File: src/rtl/adc_grp_pkg.sv
package adc_grp_pkg;
    typedef enum logic [1:0] {BUF_EMPTY, BUF_PARTIAL, BUF_FULL} buf_st_e;

    localparam int NFLG    = 3;
    localparam int FLG_EOS = 0;
    localparam int FLG_THR = 1;
    localparam int FLG_OVR = 2;

    localparam logic [2:0] A_ENA   = 3'd0;
    localparam logic [2:0] A_FLAG  = 3'd1;
    localparam logic [2:0] A_THR   = 3'd2;
    localparam logic [2:0] A_MODE  = 3'd3;
    localparam logic [2:0] A_CHSEL = 3'd4;
endpackage

File: src/rtl/adc_grp_fifo.sv
module adc_grp_fifo
    import adc_grp_pkg::*;
#(
    parameter int W     = 17,
    parameter int DEPTH = 16
) (
    input  logic                        clk,
    input  logic                        rst_n,
    input  logic                        push,
    input  logic [W-1:0]                din,
    input  logic                        pop,
    input  logic                        flush,
    input  logic                        ovr_ign,
    output logic [W-1:0]                dout,
    output logic                        rd_valid,
    output logic [$clog2(DEPTH+1)-1:0]  fill,
    output logic                        stored,
    output logic                        overrun
);
    localparam int PW = (DEPTH > 1) ? $clog2(DEPTH) : 1;
    localparam int CW = $clog2(DEPTH + 1);

    buf_st_e          st, st_nxt;
    logic [W-1:0]     mem [DEPTH];
    logic [PW-1:0]    wr_ptr, rd_ptr;
    logic [CW-1:0]    cnt;
    logic             full, room, do_pop, do_push, overwrite, grow, shrink;

    function automatic logic [PW-1:0] inc(input logic [PW-1:0] p);
        return (p == PW'(DEPTH - 1)) ? '0 : p + PW'(1);
    endfunction

    assign do_pop    = pop && rd_valid && !flush;
    assign room      = !full || do_pop;
    assign do_push   = push && !flush && (room || ovr_ign);
    assign overwrite = push && !flush && !room && ovr_ign;
    assign grow      = do_push && !do_pop && !overwrite;
    assign shrink    = do_pop && !do_push;
    assign stored    = do_push;
    assign overrun   = push && !flush && !room;

    // state register
    always_ff @(posedge clk) begin
        if (!rst_n) st <= BUF_EMPTY;
        else        st <= st_nxt;
    end

    // transitions
    always_comb begin
        st_nxt = st;
        unique case (st)
            BUF_EMPTY:   if (grow) st_nxt = (DEPTH == 1) ? BUF_FULL : BUF_PARTIAL;
            BUF_PARTIAL: if (grow && cnt == CW'(DEPTH - 1)) st_nxt = BUF_FULL;
                         else if (shrink && cnt == CW'(1)) st_nxt = BUF_EMPTY;
            BUF_FULL:    if (shrink) st_nxt = (DEPTH == 1) ? BUF_EMPTY : BUF_PARTIAL;
            default:     st_nxt = BUF_EMPTY;
        endcase
        if (flush) st_nxt = BUF_EMPTY;
    end

    // outputs decoded from state
    always_comb begin
        unique case (st)
            BUF_EMPTY:   begin rd_valid = 1'b0; full = 1'b0; end
            BUF_PARTIAL: begin rd_valid = 1'b1; full = 1'b0; end
            BUF_FULL:    begin rd_valid = 1'b1; full = 1'b1; end
            default:     begin rd_valid = 1'b0; full = 1'b0; end
        endcase
    end

    always_ff @(posedge clk) begin
        if (!rst_n || flush) begin
            wr_ptr <= '0;
            rd_ptr <= '0;
            cnt    <= '0;
        end else begin
            if (do_push)             wr_ptr <= inc(wr_ptr);
            if (do_pop || overwrite) rd_ptr <= inc(rd_ptr);
            if (grow)                cnt <= cnt + CW'(1);
            else if (shrink)         cnt <= cnt - CW'(1);
        end
    end

    always_ff @(posedge clk) begin
        if (do_push) mem[wr_ptr] <= din;
    end

    assign dout = mem[rd_ptr];
    assign fill = cnt;

    a_r3_drop_keeps_full: assert property (@(posedge clk) disable iff (!rst_n)
        (full && push && !pop && !flush && !ovr_ign) |=> (full && $stable(rd_ptr) && fill == CW'(DEPTH)));
    a_r5_overwrite_keeps_full: assert property (@(posedge clk) disable iff (!rst_n)
        (full && push && !pop && !flush && ovr_ign) |=> (full && fill == CW'(DEPTH)));
    a_r10_flush_empties: assert property (@(posedge clk) disable iff (!rst_n)
        flush |=> (!rd_valid && fill == '0));
    a_r11_empty_pop_noop: assert property (@(posedge clk) disable iff (!rst_n)
        (!rd_valid && pop && !push && !flush) |=> (!rd_valid && fill == '0));
endmodule

File: src/rtl/adc_grp_irq.sv
module adc_grp_irq
    import adc_grp_pkg::*;
#(
    parameter int THR_W = 8
) (
    input  logic              clk,
    input  logic              rst_n,
    input  logic              ev_eos,
    input  logic              ev_ovr,
    input  logic              stored,
    input  logic              clr_wr,
    input  logic [NFLG-1:0]   clr_mask,
    input  logic              thr_wr,
    input  logic [THR_W-1:0]  thr_val,
    input  logic              reload,
    input  logic [NFLG-1:0]   ena,
    output logic [NFLG-1:0]   flags,
    output logic              irq
);
    logic [THR_W-1:0] thr_reg, thr_cnt;
    logic             thr_hit;
    logic [NFLG-1:0]  set_v, clr_v;

    assign thr_hit = stored && !thr_wr && (thr_cnt == THR_W'(1));

    always_comb begin
        set_v          = '0;
        set_v[FLG_EOS] = ev_eos;
        set_v[FLG_THR] = thr_hit;
        set_v[FLG_OVR] = ev_ovr;
        clr_v          = clr_wr ? clr_mask : '0;
    end

    always_ff @(posedge clk) begin
        if (!rst_n) begin
            thr_reg <= '0;
            thr_cnt <= '0;
        end else if (thr_wr) begin
            thr_reg <= thr_val;
            thr_cnt <= thr_val;
        end else if (reload) begin
            thr_cnt <= thr_reg;
        end else if (stored && thr_cnt != '0) begin
            thr_cnt <= thr_cnt - THR_W'(1);
        end
    end

    always_ff @(posedge clk) begin
        if (!rst_n) flags <= '0;
        else        flags <= (flags & ~clr_v) | set_v;
    end

    assign irq = |(flags & ena);

    a_r6_eos_sets: assert property (@(posedge clk) disable iff (!rst_n)
        ev_eos |=> flags[FLG_EOS]);
    a_r9_ovr_beats_clear: assert property (@(posedge clk) disable iff (!rst_n)
        (ev_ovr && clr_wr && clr_mask[FLG_OVR]) |=> flags[FLG_OVR]);
    a_r7_thr_zero_sets: assert property (@(posedge clk) disable iff (!rst_n)
        (stored && !thr_wr && !reload && thr_cnt == THR_W'(1)) |=> (flags[FLG_THR] && thr_cnt == '0));
endmodule

File: src/rtl/adc_grp_buf.sv
module adc_grp_buf
    import adc_grp_pkg::*;
#(
    parameter int DATA_W = 12,
    parameter int CHAN_W = 5,
    parameter int DEPTH  = 16,
    parameter int THR_W  = 8,
    parameter int REG_W  = 16
) (
    input  logic                        clk,
    input  logic                        rst_n,
    input  logic                        res_vld,
    input  logic [DATA_W-1:0]           res_data,
    input  logic [CHAN_W-1:0]           res_chan,
    input  logic                        seq_end,
    input  logic                        reg_wr,
    input  logic [2:0]                  reg_addr,
    input  logic [REG_W-1:0]            reg_wdata,
    input  logic                        pop,
    output logic [CHAN_W+DATA_W-1:0]    rd_data,
    output logic                        rd_valid,
    output logic [$clog2(DEPTH+1)-1:0]  fill,
    output logic                        irq,
    output logic [2:0]                  flags
);
    localparam int ENT_W = CHAN_W + DATA_W;

    logic [NFLG-1:0] ena_q;
    logic            ign_q;
    logic            wr_ena, wr_flag, wr_thr, wr_mode, flush;
    logic            stored, overrun;

    assign wr_ena  = reg_wr && reg_addr == A_ENA;
    assign wr_flag = reg_wr && reg_addr == A_FLAG;
    assign wr_thr  = reg_wr && reg_addr == A_THR;
    assign wr_mode = reg_wr && reg_addr == A_MODE;
    assign flush   = reg_wr && reg_addr == A_CHSEL && reg_wdata != '0;

    always_ff @(posedge clk) begin
        if (!rst_n) begin
            ena_q <= '0;
            ign_q <= 1'b0;
        end else begin
            if (wr_ena)  ena_q <= reg_wdata[NFLG-1:0];
            if (wr_mode) ign_q <= reg_wdata[0];
        end
    end

    adc_grp_fifo #(.W(ENT_W), .DEPTH(DEPTH)) u_fifo (
        .clk      (clk),
        .rst_n    (rst_n),
        .push     (res_vld),
        .din      ({res_chan, res_data}),
        .pop      (pop),
        .flush    (flush),
        .ovr_ign  (ign_q),
        .dout     (rd_data),
        .rd_valid (rd_valid),
        .fill     (fill),
        .stored   (stored),
        .overrun  (overrun)
    );

    adc_grp_irq #(.THR_W(THR_W)) u_irq (
        .clk      (clk),
        .rst_n    (rst_n),
        .ev_eos   (seq_end),
        .ev_ovr   (overrun),
        .stored   (stored),
        .clr_wr   (wr_flag),
        .clr_mask (reg_wdata[NFLG-1:0]),
        .thr_wr   (wr_thr),
        .thr_val  (reg_wdata[THR_W-1:0]),
        .reload   (flush),
        .ena      (ena_q),
        .flags    (flags),
        .irq      (irq)
    );

    a_r4_full_arrival_flags: assert property (@(posedge clk) disable iff (!rst_n)
        (res_vld && fill == $bits(fill)'(DEPTH) && !pop && !flush) |=> flags[FLG_OVR]);
    a_r8_masked_quiet: assert property (@(posedge clk) disable iff (!rst_n)
        (ena_q == '0) |-> !irq);
endmodule

File: config.mk
export PLATFORM = sky130hd
export DESIGN_NAME = adc_grp_buf
export DESIGN_NICKNAME = d
export VERILOG_FILES = /design/src/rtl/adc_grp_pkg.sv /design/src/rtl/adc_grp_fifo.sv /design/src/rtl/adc_grp_irq.sv /design/src/rtl/adc_grp_buf.sv
export SDC_FILE = /design/constraint.sdc
export NUM_CORES = 1
export LEC_CHECK = 0
export ABC_CLOCK_PERIOD_IN_PS = 5200
export BUFFER_PORTS_ARGS = -buffer_cell sky130_fd_sc_hd__buf_4
export CORE_AREA = 2 2 155 157
export DETAILED_ROUTE_END_ITERATION = 7
export DIE_AREA = 0 0 157 159
export HOLD_SLACK_MARGIN = 0.03
export PLACE_DENSITY = 0.83
export SLEW_MARGIN = 20
export SYNTH_ARGS = -nofsm -noshare
export SYNTH_HDL_FRONTEND = slang
export SYNTH_SLANG_ARGS = --single-unit
File: constraint.sdc
create_clock -name clk -period 5.2 [get_ports clk]
set_input_delay 1.04 -clock clk [delete_from_list [all_inputs] [get_ports clk]]
set_output_delay 1.04 -clock clk [all_outputs]
set_load 0.01 [all_outputs]
After elaboration in Yosys (flattened, before gate mapping)
Memories as Yosys holds them, arrays and structs flattened. A register that Yosys moved wholly into a read port is not among the register bits.
Index checks and enable logic that the tools add are counted.
- bits in registers: 38
- bits in writable memories: 272
- input bits: 42
- output and inout port bits: 27
- word-level logic and storage cells: 95
- memories kept: 1
- add/subtract/negate cells: 5
- equality and inequality tests: 14
- mux-type cells: 19
- bitwise logic cells: 5
- reduce and logical (&&, ||, !) cells: 42
- memory list (name ; depth ; bits a word ; read ports ; clocked after Yosys merged registers in ; write ports ; RTL line ; RTL):
    u_fifo.mem ; 16 ; 17 ; 1 ; 1 ; 1 ; adc_grp_fifo.sv:24 ; logic [W-1:0] mem [DEPTH];
- operators with widths (kind ; count):
    $mux W8 ; 3
    $logic_and A1 B1 Y1 ; 20
    $mux W4 ; 4
    $reduce_bool A16 Y1 ; 1
    $mux W5 ; 2
    $add A4 B1 Y4 const B ; 2
    $eq A4 B4 Y1 const B ; 2
    $eq A8 B1 Y1 const B ; 1
    $logic_not A1 Y1 ; 8
    $mux W2 ; 4
    $reduce_bool A8 Y1 ; 1
    $sub A8 B1 Y8 const B ; 1
    $and A3 B3 Y3 ; 2
    $eq A3 B2 Y1 const B ; 2
    $pmux W2 S3 ; 1
    $add A5 B1 Y5 const B ; 1
    $eq A5 B1 Y1 const B ; 1
    $eq A5 B4 Y1 const B ; 1
    $sub A5 B1 Y5 const B ; 1
    $logic_or A1 B1 Y1 ; 4
    $mux W1 ; 4
    $ne A2 B1 Y1 const B ; 2
    $reduce_or A2 Y1 ; 2
    $eq A3 B1 Y1 const B ; 1
    other kinds (14) ; 14

Longest topological paths before layout
- depth in word-level cells: 14
- depth in mapped cells: 8

Cells and area by module
A second synthesis with hierarchy kept.
- cell total of the unflattened synthesis: 660
- area, all modules: 12580.8 um^2
- modules (own cells, without submodules) (module ; times used ; cells each ; area each (um^2)):
    adc_grp_fifo ; 1 ; 517 ; 11325.9
    adc_grp_irq ; 1 ; 119 ; 1013.5
    adc_grp_buf ; 1 ; 24 ; 241.5

Worst setup path after synthesis
Ideal clock, no wire load.
- path type: in2reg
- start: input reg_wdata[9]
- end: memory u_fifo.mem[7][0] (enable)
- library setup time: 435 ps
- arrival: 3655 ps
- path slack: 1111 ps
- stages on the path: 5
- path through: nor4_1 > and4_1 > nor2_2 > buf_2 > nor4_1
- longest elaborated chain between the ends: 9
- RTL lines (element ; RTL line ; RTL):
    start, declared ; adc_grp_buf.sv:18 ; input logic [REG_W-1:0] reg_wdata,
    $reduce_bool A16 Y1 (*) ; adc_grp_buf.sv:37 ; assign flush = reg_wr && reg_addr == A_CHSEL && reg_wdata != '0;
    $logic_and A1 B1 Y1 (*) ; adc_grp_buf.sv:37 ;
    $logic_not A1 Y1 (*) ; adc_grp_fifo.sv:33, adc_grp_fifo.sv:35 ;
    $logic_and A1 B1 Y1 ; adc_grp_fifo.sv:33 ; assign do_pop = pop && rd_valid && !flush;
    $logic_or A1 B1 Y1 ; adc_grp_fifo.sv:34 ; assign room = !full || do_pop;
    $logic_or A1 B1 Y1 ; adc_grp_fifo.sv:35 ; assign do_push = push && !flush && (room || ovr_ign);
    $logic_and A1 B1 Y1 (*) ; adc_grp_fifo.sv:35 ;
    $mux W1 (*) ; adc_grp_fifo.sv:85 ; if (do_push) mem[wr_ptr] <= din;
    $mux W1 (not written as such) (*) ; adc_grp_fifo.sv:85 ;
    end, declared ; adc_grp_fifo.sv:24 ;
Mark *: on every way between the ends. The rest lies on a longest branch, timed or not.

==> results.json <==
{
  "outcome": "finished clean",
  "drive_gt1_frac": 0.2920,
  "max_freq_mhz": 240.7,
  "synth_edf_count": 272,
  "cp-start-kind": "flip-flop",
  "peakVddDrop_v": 0.0002801,
  "critPathMaxFanout": 32,
  "viasPerCell": 6.210,
  "grt-ovfl-total": 0,
  "synth_nets": 734,
  "dpl_worst_slack_ps": 1312,
  "start_util": 0.5461,
  "diodes": 0,
  "grt.total_usage": 0.2221,
  "synth_area_leaders": "edfxtp_1 (64%), mux4_2 (15%), dfxtp_1 (6.6%)",
  "core-area_um2": 23190,
  "final_net_count": 808,
  "die_h_um": 159,
  "die-area_um2": 24960,
  "netlist_area_um2": 12670,
  "yosysWarnings": 0,
  "grt_max_degree": 53,
  "grt_pass1_wl_um": 41630,
  "hold_viol_final": 0,
  "syn_inst": 677,
  "ant_nets": 0,
  "htree_levels": 1,
  "cp-end-kind": "output port",
  "async_reset_ff_frac": 0,
  "cts.sinks": 314,
  "die_x_um": 157,
  "dp_hpwl_um": 15110,
  "ys_types": 56,
  "final_common_cell": "edfxtp_1",
  "cts_buffer_depth": 3,
  "place_congestion": 0.8553,
  "grt_antenna_before_repair": 1,
  "via_count": 6788,
  "cts_made_buffers": 29,
  "largest_register_ffs": 272,
  "rows": 56,
  "hold_buffers": 0,
  "synth_area_leader_cell": "edfxtp_1",
  "wl_um": 26960,
  "drtIter0Drc": 553,
  "synth_ff_type": "edfxtp_1",
  "arrival_ps": 3110,
  "crit_type": "reg2out",
  "clk_latency_ps": 560,
  "area_growth_pct": 14.66,
  "yosysTopAreaCellShare": 0.6449,
  "routedWlPerCell_um": 24.67,
  "skew_ps": 14.92,
  "ioPinCount": 69,
  "slew_violations": 0,
  "drc": 0,
  "first_global_vias": 7121,
  "syn_avg_cell_area_um2": 18.71,
  "postCtsResizedCells": 0,
  "rsz0062_at_grt": "no",
  "tightestPinTransition_ps": 1238,
  "setup_viol": 0,
  "root_buffer": "clkbuf_16",
  "fin_ws_ps": 1046,
  "cts_tree": "done",
  "dr.pass1.iters": 5,
  "fill_cells": 1544,
  "cap_violations": 0,
  "yosysSeqAreaShare": 0.7113,
  "ys_ff_latch": 314,
  "fin_tns_setup_ps": 0,
  "power_density_nw_per_um2": 411.3,
  "post-route-period-util": 0.7989,
  "cts_setup_buffers": 0,
  "mostFrequentLayoutCells": "edfxtp_1 (272), mux4_2 (85), buf_4 (75), dfxtp_1 (40), nand2_1 (35)",
  "hp-class": "reg2reg",
  "place.port_buffers": 68,
  "clk_pin_slew_worst_paths_ps": 60,
  "fin_crit_ps": 4154,
  "leakage_nw": 4.732,
  "slew_headroom": 0.1736,
  "required_ps": 4160
}
==> path summary, 6_finish.rpt <==
| path | from | endpoint | slack (ps) | cells past startpoint |
|---|---|---|---|---|
| hold reg to reg | u_irq.thr_reg[2] | u_irq.thr_reg[2] | 470 | 2 |
| setup / recovery | flip-flop | rd_data[1] | 1050 | 4 |
| hold / removal | u_irq.thr_reg[2] | u_irq.thr_reg[2] | 470 | 2 |
| setup reg to reg | u_fifo.st[0] | u_fifo.mem[2][5] | 1980 | 6 |
==> power breakdown <==
| group | leakage, nW | switching, mW | internal [mW] |
|---|---|---|---|
| registers | 2.80 | 0.0983 | 2.81 |
| logic | 1.43 | 0.390 | 0.385 |
| clock network | 0.498 | 0.915 | 1.38 |
==> worst max-delay path, cell delays in order (launching register included) <==
cell	delay (ps)
dfxtp_4	760
buf_4	520
mux4_2	580
mux4_2	520
buf_4	170
==> cells in the mapped netlist (2+ instances only) <==
cell / count
nor4bb_1: 2
nand2b_1: 4
nor4_1: 5
mux2i_1: 10
xnor2_1: 7
o41ai_1: 3
ha_1: 15
a211oi_1: 3
o21ai_1: 2
inv_1: 15
buf_2: 11
and4_1: 3
a41oi_1: 4
and3b_1: 2
nand2_1: 35
edfxtp_1: 272
a21oi_1: 20
and2_1: 2
nor3_1: 5
nor4_2: 3
nor3b_1: 4
nor2b_1: 3
a31oi_1: 6
xor2_1: 3
nand4_1: 2
clkbuf_1: 15
buf_1: 2
o211ai_1: 4
nor2_1: 26
o21ai_0: 7
o22ai_1: 2
and3_1: 17
a311oi_1: 2
buf_8: 3
dfxtp_1: 42
mux4_2: 85
o21a_1: 2
nand3_1: 11
==> cell type report <==
class | count | area [um^2] | area share
inverters | 16 | 60.06 | 0.004135
flip-flops and latches | 314 | 9014 | 0.6207
clock buffers | 32 | 737.0 | 0.05075
multi-input cells | 315 | 3441 | 0.2369
well taps | 319 | 399.1 | 0.02748
repair buffers | 75 | 563.0 | 0.03877
clock inverters | 22 | 309.0 | 0.02128
==> kinds of logic (layout without fill, tap and decap cells) <==
logic type      Yosys count  count (layout)  share of synthesized area
fa+ha+maj                15              15                    0.01482
compound gates           63              63                    0.03309
mux                      95              95                     0.1590
buf+inv                  48             145                    0.01857
simple gates            132             132                    0.05631
flops                   314             314                     0.7113
xor+xnor                 10              10                   0.006915
==> stage by stage <==
step	hold slack [ps]	cells	area, um^2	total power [mW]	utilization
CTS	467.7	1093	14520	5.999	0.6259
finish	469.4	1093	14520	5.973	0.6262
detailed placement	458.6	1039	13470	3.714	0.5808
global placement	442.1	1039	13470	3.659	0.5808
floorplan	432.3	677	12670	3.480	-
global route	487.8	1093	14520	6.180	0.6262
==> layer usage <==
layer | wire length [um] | vias to the layer above | part of all wire | GRT usage
met5 | 16 | - | 0.00059 | 0
met4 | 564 | 2 | 0.021 | 0.05713
met3 | 1589 | 49 | 0.059 | 0.03375
met2 | 14510 | 281 | 0.54 | 0.3973
met1 | 10280 | 3549 | 0.38 | 0.2847
li1 | - | 2907 | - | -
Power figures use the tool's default switching activity.
